--- config.mk ---
export PLATFORM = sky130hd
export DESIGN_NAME = tbit_poller
export DESIGN_NICKNAME = d
export VERILOG_FILES = /design/src/rtl/tbit_pkg.sv /design/src/rtl/tbit_cmp.sv /design/src/rtl/tbit_cnt.sv /design/src/rtl/tbit_seq.sv /design/src/rtl/tbit_poller.sv
export SDC_FILE = /design/constraint.sdc
export NUM_CORES = 1
export LEC_CHECK = 0
export ABC_AREA = 1
export BUFFER_PORTS_ARGS = -buffer_cell sky130_fd_sc_hd__buf_4
export CORE_MARGIN = 4
export CORE_UTILIZATION = 35
export CTS_CLUSTER_DIAMETER = 100
export DETAILED_ROUTE_END_ITERATION = 10
export SYNTH_ARGS = -nofsm -noshare
export SYNTH_HDL_FRONTEND = slang
export SYNTH_SLANG_ARGS = --single-unit
--- constraint.sdc ---
create_clock -name clk -period 3 [get_ports clk]
set_clock_uncertainty 0.05 [all_clocks]
set_input_delay 0.15 -clock clk [delete_from_list [all_inputs] [get_ports clk]]
set_output_delay 0.15 -clock clk [all_outputs]
set_load 0.005 [all_outputs]
--- src/rtl/tbit_pkg.sv ---
package tbit_pkg;

    typedef enum logic [1:0] {
        ST_IDLE  = 2'd0,
        ST_ISSUE = 2'd1,
        ST_WAIT  = 2'd2
    } poll_state_e;

    typedef struct packed {
        logic match;
        logic exhausted;
    } read_verdict_t;

    localparam int DEF_ADDR_W   = 32;
    localparam int DEF_DATA_W   = 8;
    localparam int DEF_FLAG_BIT = 6;
    localparam int DEF_CNT_W    = 16;

    // A read ends the job when it settles or exhausts the budget.
    function automatic logic ends_job(read_verdict_t v);
        return v.match || v.exhausted;
    endfunction

endpackage

--- src/rtl/tbit_cmp.sv ---
module tbit_cmp #(
    parameter int DATA_W   = tbit_pkg::DEF_DATA_W,
    parameter int FLAG_BIT = tbit_pkg::DEF_FLAG_BIT
) (
    input  logic              clk,
    input  logic              rst,
    input  logic              clear,
    input  logic              sample,
    input  logic [DATA_W-1:0] data,
    output logic              match
);
    logic flag;
    logic prev_q;
    logic have_q;
    logic unused_data_bits;

    assign flag             = data[FLAG_BIT];
    assign unused_data_bits = ^data;

    always_ff @(posedge clk) begin
        if (rst) begin
            prev_q <= 1'b0;
            have_q <= 1'b0;
        end else if (clear) begin
            have_q <= 1'b0;
        end else if (sample) begin
            prev_q <= flag;
            have_q <= 1'b1;
        end
    end

    assign match = sample && have_q && (flag == prev_q);


    first_read_chk: assert property (@(posedge clk) disable iff (rst)
        clear |=> !match);

endmodule

--- src/rtl/tbit_cnt.sv ---
module tbit_cnt #(
    parameter int CNT_W = tbit_pkg::DEF_CNT_W
) (
    input  logic             clk,
    input  logic             rst,
    input  logic             load,
    input  logic [CNT_W-1:0] limit,
    input  logic             step,
    output logic             exhausted
);
    localparam logic [CNT_W-1:0] CNT_MAX = {CNT_W{1'b1}};

    logic [CNT_W-1:0] count_q;
    logic [CNT_W-1:0] limit_q;
    logic [CNT_W:0]   next_cnt;

    assign next_cnt = {1'b0, count_q} + {{CNT_W{1'b0}}, 1'b1};

    always_ff @(posedge clk) begin
        if (rst) begin
            count_q <= '0;
            limit_q <= '0;
        end else if (load) begin
            count_q <= '0;
            limit_q <= limit;
        end else if (step && count_q != CNT_MAX) begin
            count_q <= next_cnt[CNT_W-1:0];
        end
    end

    assign exhausted = step && (next_cnt >= {1'b0, limit_q});


    cnt_step_chk: assert property (@(posedge clk) disable iff (rst)
        (step && !load && count_q != CNT_MAX) |=> count_q == $past(count_q) + 1'b1);

endmodule

--- src/rtl/tbit_seq.sv ---
module tbit_seq
    import tbit_pkg::*;
(
    input  logic          clk,
    input  logic          rst,
    input  logic          start,
    input  logic          rd_done,
    input  read_verdict_t verdict,
    output logic          accept,
    output logic          sample,
    output logic          rd_req,
    output logic          busy,
    output logic          done,
    output logic          timeout
);
    poll_state_e state_q, state_d;
    logic done_q, timeout_q;

    assign accept = (state_q == ST_IDLE) && start;
    assign sample = (state_q == ST_WAIT) && rd_done;

    always_comb begin
        state_d = state_q;
        unique case (state_q)
            ST_IDLE:  if (accept) state_d = ST_ISSUE;
            ST_ISSUE: state_d = ST_WAIT;
            ST_WAIT:  if (sample) state_d = ends_job(verdict) ? ST_IDLE : ST_ISSUE;
            default:  state_d = ST_IDLE;
        endcase
    end

    always_ff @(posedge clk) begin
        if (rst) begin
            state_q   <= ST_IDLE;
            done_q    <= 1'b0;
            timeout_q <= 1'b0;
        end else begin
            state_q   <= state_d;
            done_q    <= sample && verdict.match;
            timeout_q <= sample && !verdict.match && verdict.exhausted;
        end
    end

    assign rd_req  = (state_q == ST_ISSUE);
    assign busy    = (state_q != ST_IDLE);
    assign done    = done_q;
    assign timeout = timeout_q;


    req_single_chk: assert property (@(posedge clk) disable iff (rst)
        rd_req |=> !rd_req);


    out_excl_chk: assert property (@(posedge clk) disable iff (rst)
        !(done && timeout));


    end_idle_chk: assert property (@(posedge clk) disable iff (rst)
        (done || timeout) |-> !busy);


    req_follow_chk: assert property (@(posedge clk) disable iff (rst)
        (sample && !ends_job(verdict)) |=> rd_req);


    stray_done_chk: assert property (@(posedge clk) disable iff (rst)
        (!busy && !start) |=> !(rd_req || done || timeout));

endmodule

--- src/rtl/tbit_poller.sv ---
module tbit_poller
    import tbit_pkg::*;
#(
    parameter int ADDR_W   = DEF_ADDR_W,
    parameter int DATA_W   = DEF_DATA_W,
    parameter int FLAG_BIT = DEF_FLAG_BIT,
    parameter int CNT_W    = DEF_CNT_W
) (
    input  logic              clk,
    input  logic              rst,
    input  logic              start,
    input  logic [ADDR_W-1:0] poll_addr,
    input  logic [CNT_W-1:0]  max_polls,
    output logic              rd_req,
    output logic [ADDR_W-1:0] rd_addr,
    input  logic              rd_done,
    input  logic [DATA_W-1:0] rd_data,
    output logic              busy,
    output logic              done,
    output logic              timeout
);
    logic          accept;
    logic          sample;
    read_verdict_t verdict;
    logic [ADDR_W-1:0] addr_q;

    always_ff @(posedge clk) begin
        if (rst)         addr_q <= '0;
        else if (accept) addr_q <= poll_addr;
    end
    assign rd_addr = addr_q;

    tbit_seq u_seq (
        .clk     (clk),
        .rst     (rst),
        .start   (start),
        .rd_done (rd_done),
        .verdict (verdict),
        .accept  (accept),
        .sample  (sample),
        .rd_req  (rd_req),
        .busy    (busy),
        .done    (done),
        .timeout (timeout)
    );

    tbit_cmp #(.DATA_W(DATA_W), .FLAG_BIT(FLAG_BIT)) u_cmp (
        .clk    (clk),
        .rst    (rst),
        .clear  (accept),
        .sample (sample),
        .data   (rd_data),
        .match  (verdict.match)
    );

    tbit_cnt #(.CNT_W(CNT_W)) u_cnt (
        .clk       (clk),
        .rst       (rst),
        .load      (accept),
        .limit     (max_polls),
        .step      (sample),
        .exhausted (verdict.exhausted)
    );


    addr_hold_chk: assert property (@(posedge clk) disable iff (rst)
        (busy && start) |=> $stable(rd_addr));

endmodule

Word-level counts from Yosys, hierarchy flattened
Index checks and enable logic that the tools add are counted.
Word-level totals
  input port bits: 60
  register bits: 70
  output and inout port bits: 36
Operators by class
  muxes and demuxes: 4
  $lt $le $gt $ge: 1
  $add $sub $neg: 1
  eq/ne operators: 6
  reduce and logical (&&, ||, !) cells: 16
  bitwise logic cells: 1
Operators with widths (count)
  adder 16 x 1 -> 17 bit, second input constant: 1
  >= comparator 17 x 16 -> 1 bit: 1
  != test 16 bit, second input constant: 1
  logical AND 1 bit: 9
  one-hot mux 2 bit (3 select lines): 1
  two-way mux 2 bit: 2
  AND reduction 2 bit: 2
  equality test 2 x 1 -> 1 bit, second input constant: 1
  equality test 2 bit, second input constant: 1
  logical NOT 2 bit: 1
  != test 2 x 1 -> 1 bit, second input constant: 1
  != test 2 bit, second input constant: 1
  nonzero test 2 bit: 1
  OR reduction 2 bit: 1
  equality test 1 bit: 1
  logical NOT 1 bit: 1
  logical OR 1 bit: 1
  two-way mux 1 bit: 1
  NOT 1 bit: 1

Depth between registers and ports, before layout
  depth after elaboration: 8
  gate-level depth with buffers: 20
  depth with buffers taken out: 20

Cells and area by module
Synthesis repeated with hierarchy kept, for this count alone.
Second synthesis, totals
  cell total of the unflattened synthesis: 522
  area total of the unflattened synthesis: 3599.7 um2
By module, submodules not included
  tbit_cnt: instances 1, area each 1990.7 um2, cells each 278, seq. area each 640.6 um2
  tbit_poller: instances 1, area each 1338.8 um2, cells each 203, seq. area each 640.6 um2
  tbit_seq: instances 1, area each 176.4 um2, cells each 26, seq. area each 80.1 um2
  tbit_cmp: instances 1, area each 93.8 um2, cells each 15, seq. area each 40.0 um2

Worst setup path before layout
OpenSTA, ideal clock, no wires.
  path kind: register to register
  from: register u_cnt.count_q[0]
  to: register u_seq.state_q[0]
  period minus slack after synthesis: 2.241 ns
  required time: 2.823 ns
  cell stages (with the launch flop): 18
  path slack: 0.759 ns
  arrival time: 2.064 ns
  cell sequence: dfxtp_1 > ha_1 > nand3_2 > inv_2 > nand3_1 > nor2_1 > xor2_1 > inv_1 > ha_1 > nand2_1 > nor2_1 > nand2_1 > nor2_1 > nand2_1 > nand2_1 > nand2_1 > nand2_1 > a21oi_1
Between the ends
  word-level cells in the longest chain between the ends: 7
Ends and longest elaborated chain
  from (decl): RTL line tbit_cnt.sv:13  | logic [CNT_W-1:0] count_q;
  from (signal assigned): RTL line tbit_cnt.sv:27  | count_q <= next_cnt[CNT_W-1:0];
  adder 16 x 1 -> 17 bit: RTL line tbit_cnt.sv:17  | assign next_cnt = {1'b0, count_q} + {{CNT_W{1'b0}}, 1'b1};
  via u_cnt.next_cnt[14]: RTL line tbit_cnt.sv:15  | logic [CNT_W:0] next_cnt;
  >= comparator 17 x 16 -> 1 bit: RTL line tbit_cnt.sv:31  | assign exhausted = step && (next_cnt >= {1'b0, limit_q});
  logical AND 1 bit: RTL line tbit_cnt.sv:31
  logical OR 1 bit: RTL line tbit_pkg.sv:21  | return v.match || v.exhausted;
  two-way mux 1 bit: RTL line tbit_seq.sv:27  | ST_WAIT: if (sample) state_d = ends_job(verdict) ? ST_IDLE : ST_ISSUE;
  two-way mux 2 bit: RTL line tbit_seq.sv:27
  one-hot mux 2 bit (3 select lines): RTL line tbit_seq.sv:24  | unique case (state_q)
  to (signal assigned): RTL line tbit_seq.sv:38  | state_q <= state_d;
  to (decl): RTL line tbit_seq.sv:16  | poll_state_e state_q, state_d;
The timed path passes the listed nets, and every way through them passes these cells. The select of a mux whose other input is x is not followed.
A chain may end at the register's enable or synchronous reset.

Final worst setup path
Same ends and word-level chain as after synthesis.

==> impl_metrics.tcl <==
set metrics [dict create \
    crit_path_cell_trace "ha_1, nand3_2, inv_2, nand3_1, nor2_1, xor2_1, inv_1, ha_1, nand2_1, nor2_1, nand2_1, nor2_1, nand2_1, nand2_1, nand2_1, nand2_1, a21oi_1" \
    timing.critical_path.to_type "flop" \
    htree_levels 3 \
    wire_per_inst_microns 12.44 \
    post_cts.resized_instances 0 \
    nets 620 \
    postSynthRegisterBits 70 \
    clockRootBuffer "sky130_fd_sc_hd__clkbuf_8" \
    worstReg2RegStart "u_cnt.count_q[0]" \
    crit_top_cell "sky130_fd_sc_hd__nand2_1" \
    crit_path_start_kind "flop" \
    clockBufferDepth 2 \
    critical_path_peak_fanout 5 \
    finalHoldViolCount 0 \
    rrSetupSlack_ps 440 \
    post-route-min-period_ps 2560 \
    core_area_sq_um 8891 \
    clock.fmax_mhz 390.6 \
    holdCritPathClass "primary input to flop" \
    p_leak_nw 2.127 \
    outcome "finished, final reports clean" \
    area_growth_pct 37.77 \
    grt_pass1_wl_microns 13640 \
    most-common-layout-cells "sky130_fd_sc_hd__nor2_1, sky130_fd_sc_hd__buf_4, sky130_fd_sc_hd__dfxtp_1" \
    design.die.area_sq_um 10900 \
    cpPeakStageDelay_ps 410 \
    fillcell_total 863 \
    slew_violations 0 \
    min-delay-start "poll_addr[27]" \
    rows 34 \
    grt_antenna_before_repair 0 \
    synthDistinctLibCells 31 \
    cp_data_arrival_time_ps 2720 \
    postSynthNetCount 511 \
    cpMaxStageDelayCell "sky130_fd_sc_hd__dfxtp_1" \
    data_required_critical_path_ps 3160 \
    tritoncts_num_sinks 70 \
    detailed_place_hpwl_microns 5837 \
    worstSetupEndpoint "u_seq.state_q[0]" \
    drt-pass1-iter-count 4 \
    drc 0 \
    avgViaCountPerCell 4.689 \
    postRouteAntennaNets 0 \
    layout_commonest_cell "sky130_fd_sc_hd__nor2_1" \
    floorplan.initialDensity 0.3659 \
    worst_max_slew_margin_expressed_relative_to_the_limit 0.3270 \
    worst_reg_to_reg_path_cell_count 17 \
    worst_setup_startpoint "u_cnt.count_q[0]" \
    layout_worst_path_cycle_share 0.8534 \
    cts-buffers-inserted 9 \
    via_count_of_the_first_global_routing_pass 2983 \
    mappedNetlistArea_sq_um 3253 \
    grt_use_total 0.1534 \
    num_vias 3076 \
    avg_inst_size_synth_sq_um 7.496 \
    synth_warnings 0 \
    placed_cells 615 \
    final_layout_size_suffix_gt1_frac 0.2354 \
    insertion_delay_ps 340 \
    num_antenna_cells 0 \
    worst_slew_pin_slew_ps 1006 \
    clock_pin_slew_of_the_registers_on_the_worst_case_setup_and_hold_paths_ps 80 \
    min_delay_path_depth 3 \
    gp_routability_congestion 0.7890 \
    synth_edf_count 0 \
    drt-initial-drc-count 68 \
    max-vdd-ir-drop_mv 0.2864 \
    io_pins 96 \
    worst_slack_ps 439.7 \
    die_width_microns 104.4 \
    synth_seq_area_share 0.4308 \
    place_worst_setup_slack_ps 425.7 \
    cap_viol_max_count 0 \
    post_layout_nonfiller_instances 656 \
    grt_max_degree 65 \
    postSynth.topFlopCell "sky130_fd_sc_hd__dfxtp_1" \
    port_buffers 88 \
    syn-instance-count 434 \
    rsz0062_at_grt "no" \
    regToRegEndpoint "u_seq.state_q[0]" \
    power.density_nw_per_um2 534.9 \
    totalWireLength_microns 8158 \
    cts_tree "done" \
    whs_ps 16.95 \
    globalRouteOverflowTotal 0 \
    final-setup-viol-count 0 \
    timing.setup.tns_ps 0 \
    die_boundary_height_microns 104.4 \
    worst-setup-path-type "flop to flop" \
    async_flop_share 0 \
]
==> cell families after synthesis <==
group	share of synthesized area
buf+inv	0.08346
flops	0.4308
simple gates	0.2219
fa+ha+maj	0.06538
compound gates	0.1662
xor+xnor	0.03231
==> layer usage <==
| layer | vias up | wire, microns | global-route usage |
|---|---|---|---|
| li1 | 1605 | - | - |
| met1 | 1390 | 3529 | 0.1803 |
| met2 | 65 | 3987 | 0.2574 |
| met3 | 16 | 418 | 0.04283 |
| met4 | 0 | 223 | 0.07217 |
| met5 | - | 0 | 0 |
==> through the flow <==
step                  util  instance area, sq um  total power [mW]
finish              0.5041                  4482             2.397
detailed placement  0.4482                  3985             1.458
floorplan                -                  3253             1.278
global route        0.5041                  4482             2.527
CTS                 0.5041                  4482             2.429
global placement    0.4482                  3985             1.446
==> worst max-delay path: cells and delay by family (launching register included) <==
| kind | cells | cell delay, ps |
|---|---|---|
| and+or+nand+nor | 11 | 1020 |
| adders and majority gates | 2 | 520 |
| DFF | 1 | 410 |
| xor gates and xnor gates | 1 | 210 |
| buffers and inverters | 2 | 170 |
| AOI/OAI and AO/OA | 1 | 50 |
==> cell usage after synthesis (4+ instances only) <==
library cell               number  area [sq um]
sky130_fd_sc_hd__xor2_1        12         105.1
sky130_fd_sc_hd__nand2_1       45         168.9
sky130_fd_sc_hd__nand3_1        6         30.03
sky130_fd_sc_hd__o21ai_0       59         295.3
sky130_fd_sc_hd__a21oi_1       33         165.2
sky130_fd_sc_hd__nand2_2        4         25.02
sky130_fd_sc_hd__nand4_1        5         31.28
sky130_fd_sc_hd__dfxtp_1       70          1401
sky130_fd_sc_hd__inv_1         44         165.2
sky130_fd_sc_hd__ha_1          17         212.7
sky130_fd_sc_hd__clkbuf_1      13         48.80
sky130_fd_sc_hd__nor2_1        98         367.9
==> final cells by class <==
| class | instances | area [sq um] | area share |
|---|---|---|---|
| clock buffers | 10 | 137.6 | 0.03071 |
| clock inverters | 6 | 108.9 | 0.02429 |
| inverters | 48 | 182.7 | 0.04076 |
| multi-input cells | 298 | 1583 | 0.3532 |
| flip-flops and latches | 70 | 1401 | 0.3127 |
| well taps | 108 | 135.1 | 0.03015 |
| repair buffers | 116 | 933.4 | 0.2083 |
==> where the power goes <==
part | total (mW) | internal [mW] | switching (mW)
clock | 0.940 | 0.574 | 0.366
combinational | 0.416 | 0.205 | 0.211
sequential | 1.04 | 1.00 | 0.0369
total | 2.40 | 1.78 | 0.614
==> timing repair <==
action / CTS / global route
hold endpoints to repair: 27 / 0
buffers inserted: 0 / 0
hold buffers: 25 / 0
==> how the worst min path moves through the flow <==
stage | endpoint | slack, ps
after floorplan | u_seq.state_q[1] | 170
after global placement | u_seq.state_q[1] | 300
after detailed placement | u_seq.state_q[1] | 310
after CTS | u_cnt.limit_q[0] | 0.7
after global routing | rd_addr[3] | 20
final | rd_addr[27] | 20
==> sequential cells by signal (all words and copies together) (netlist names) <==
register	cells
u_cnt.limit_q	16
u_cmp.prev_q	1
u_seq.timeout	1
rd_addr	32
u_cmp.have_q	1
u_seq.done	1
u_seq.state_q	2
u_cnt.count_q	16
Note: power is estimated with default switching activity, not from simulation.
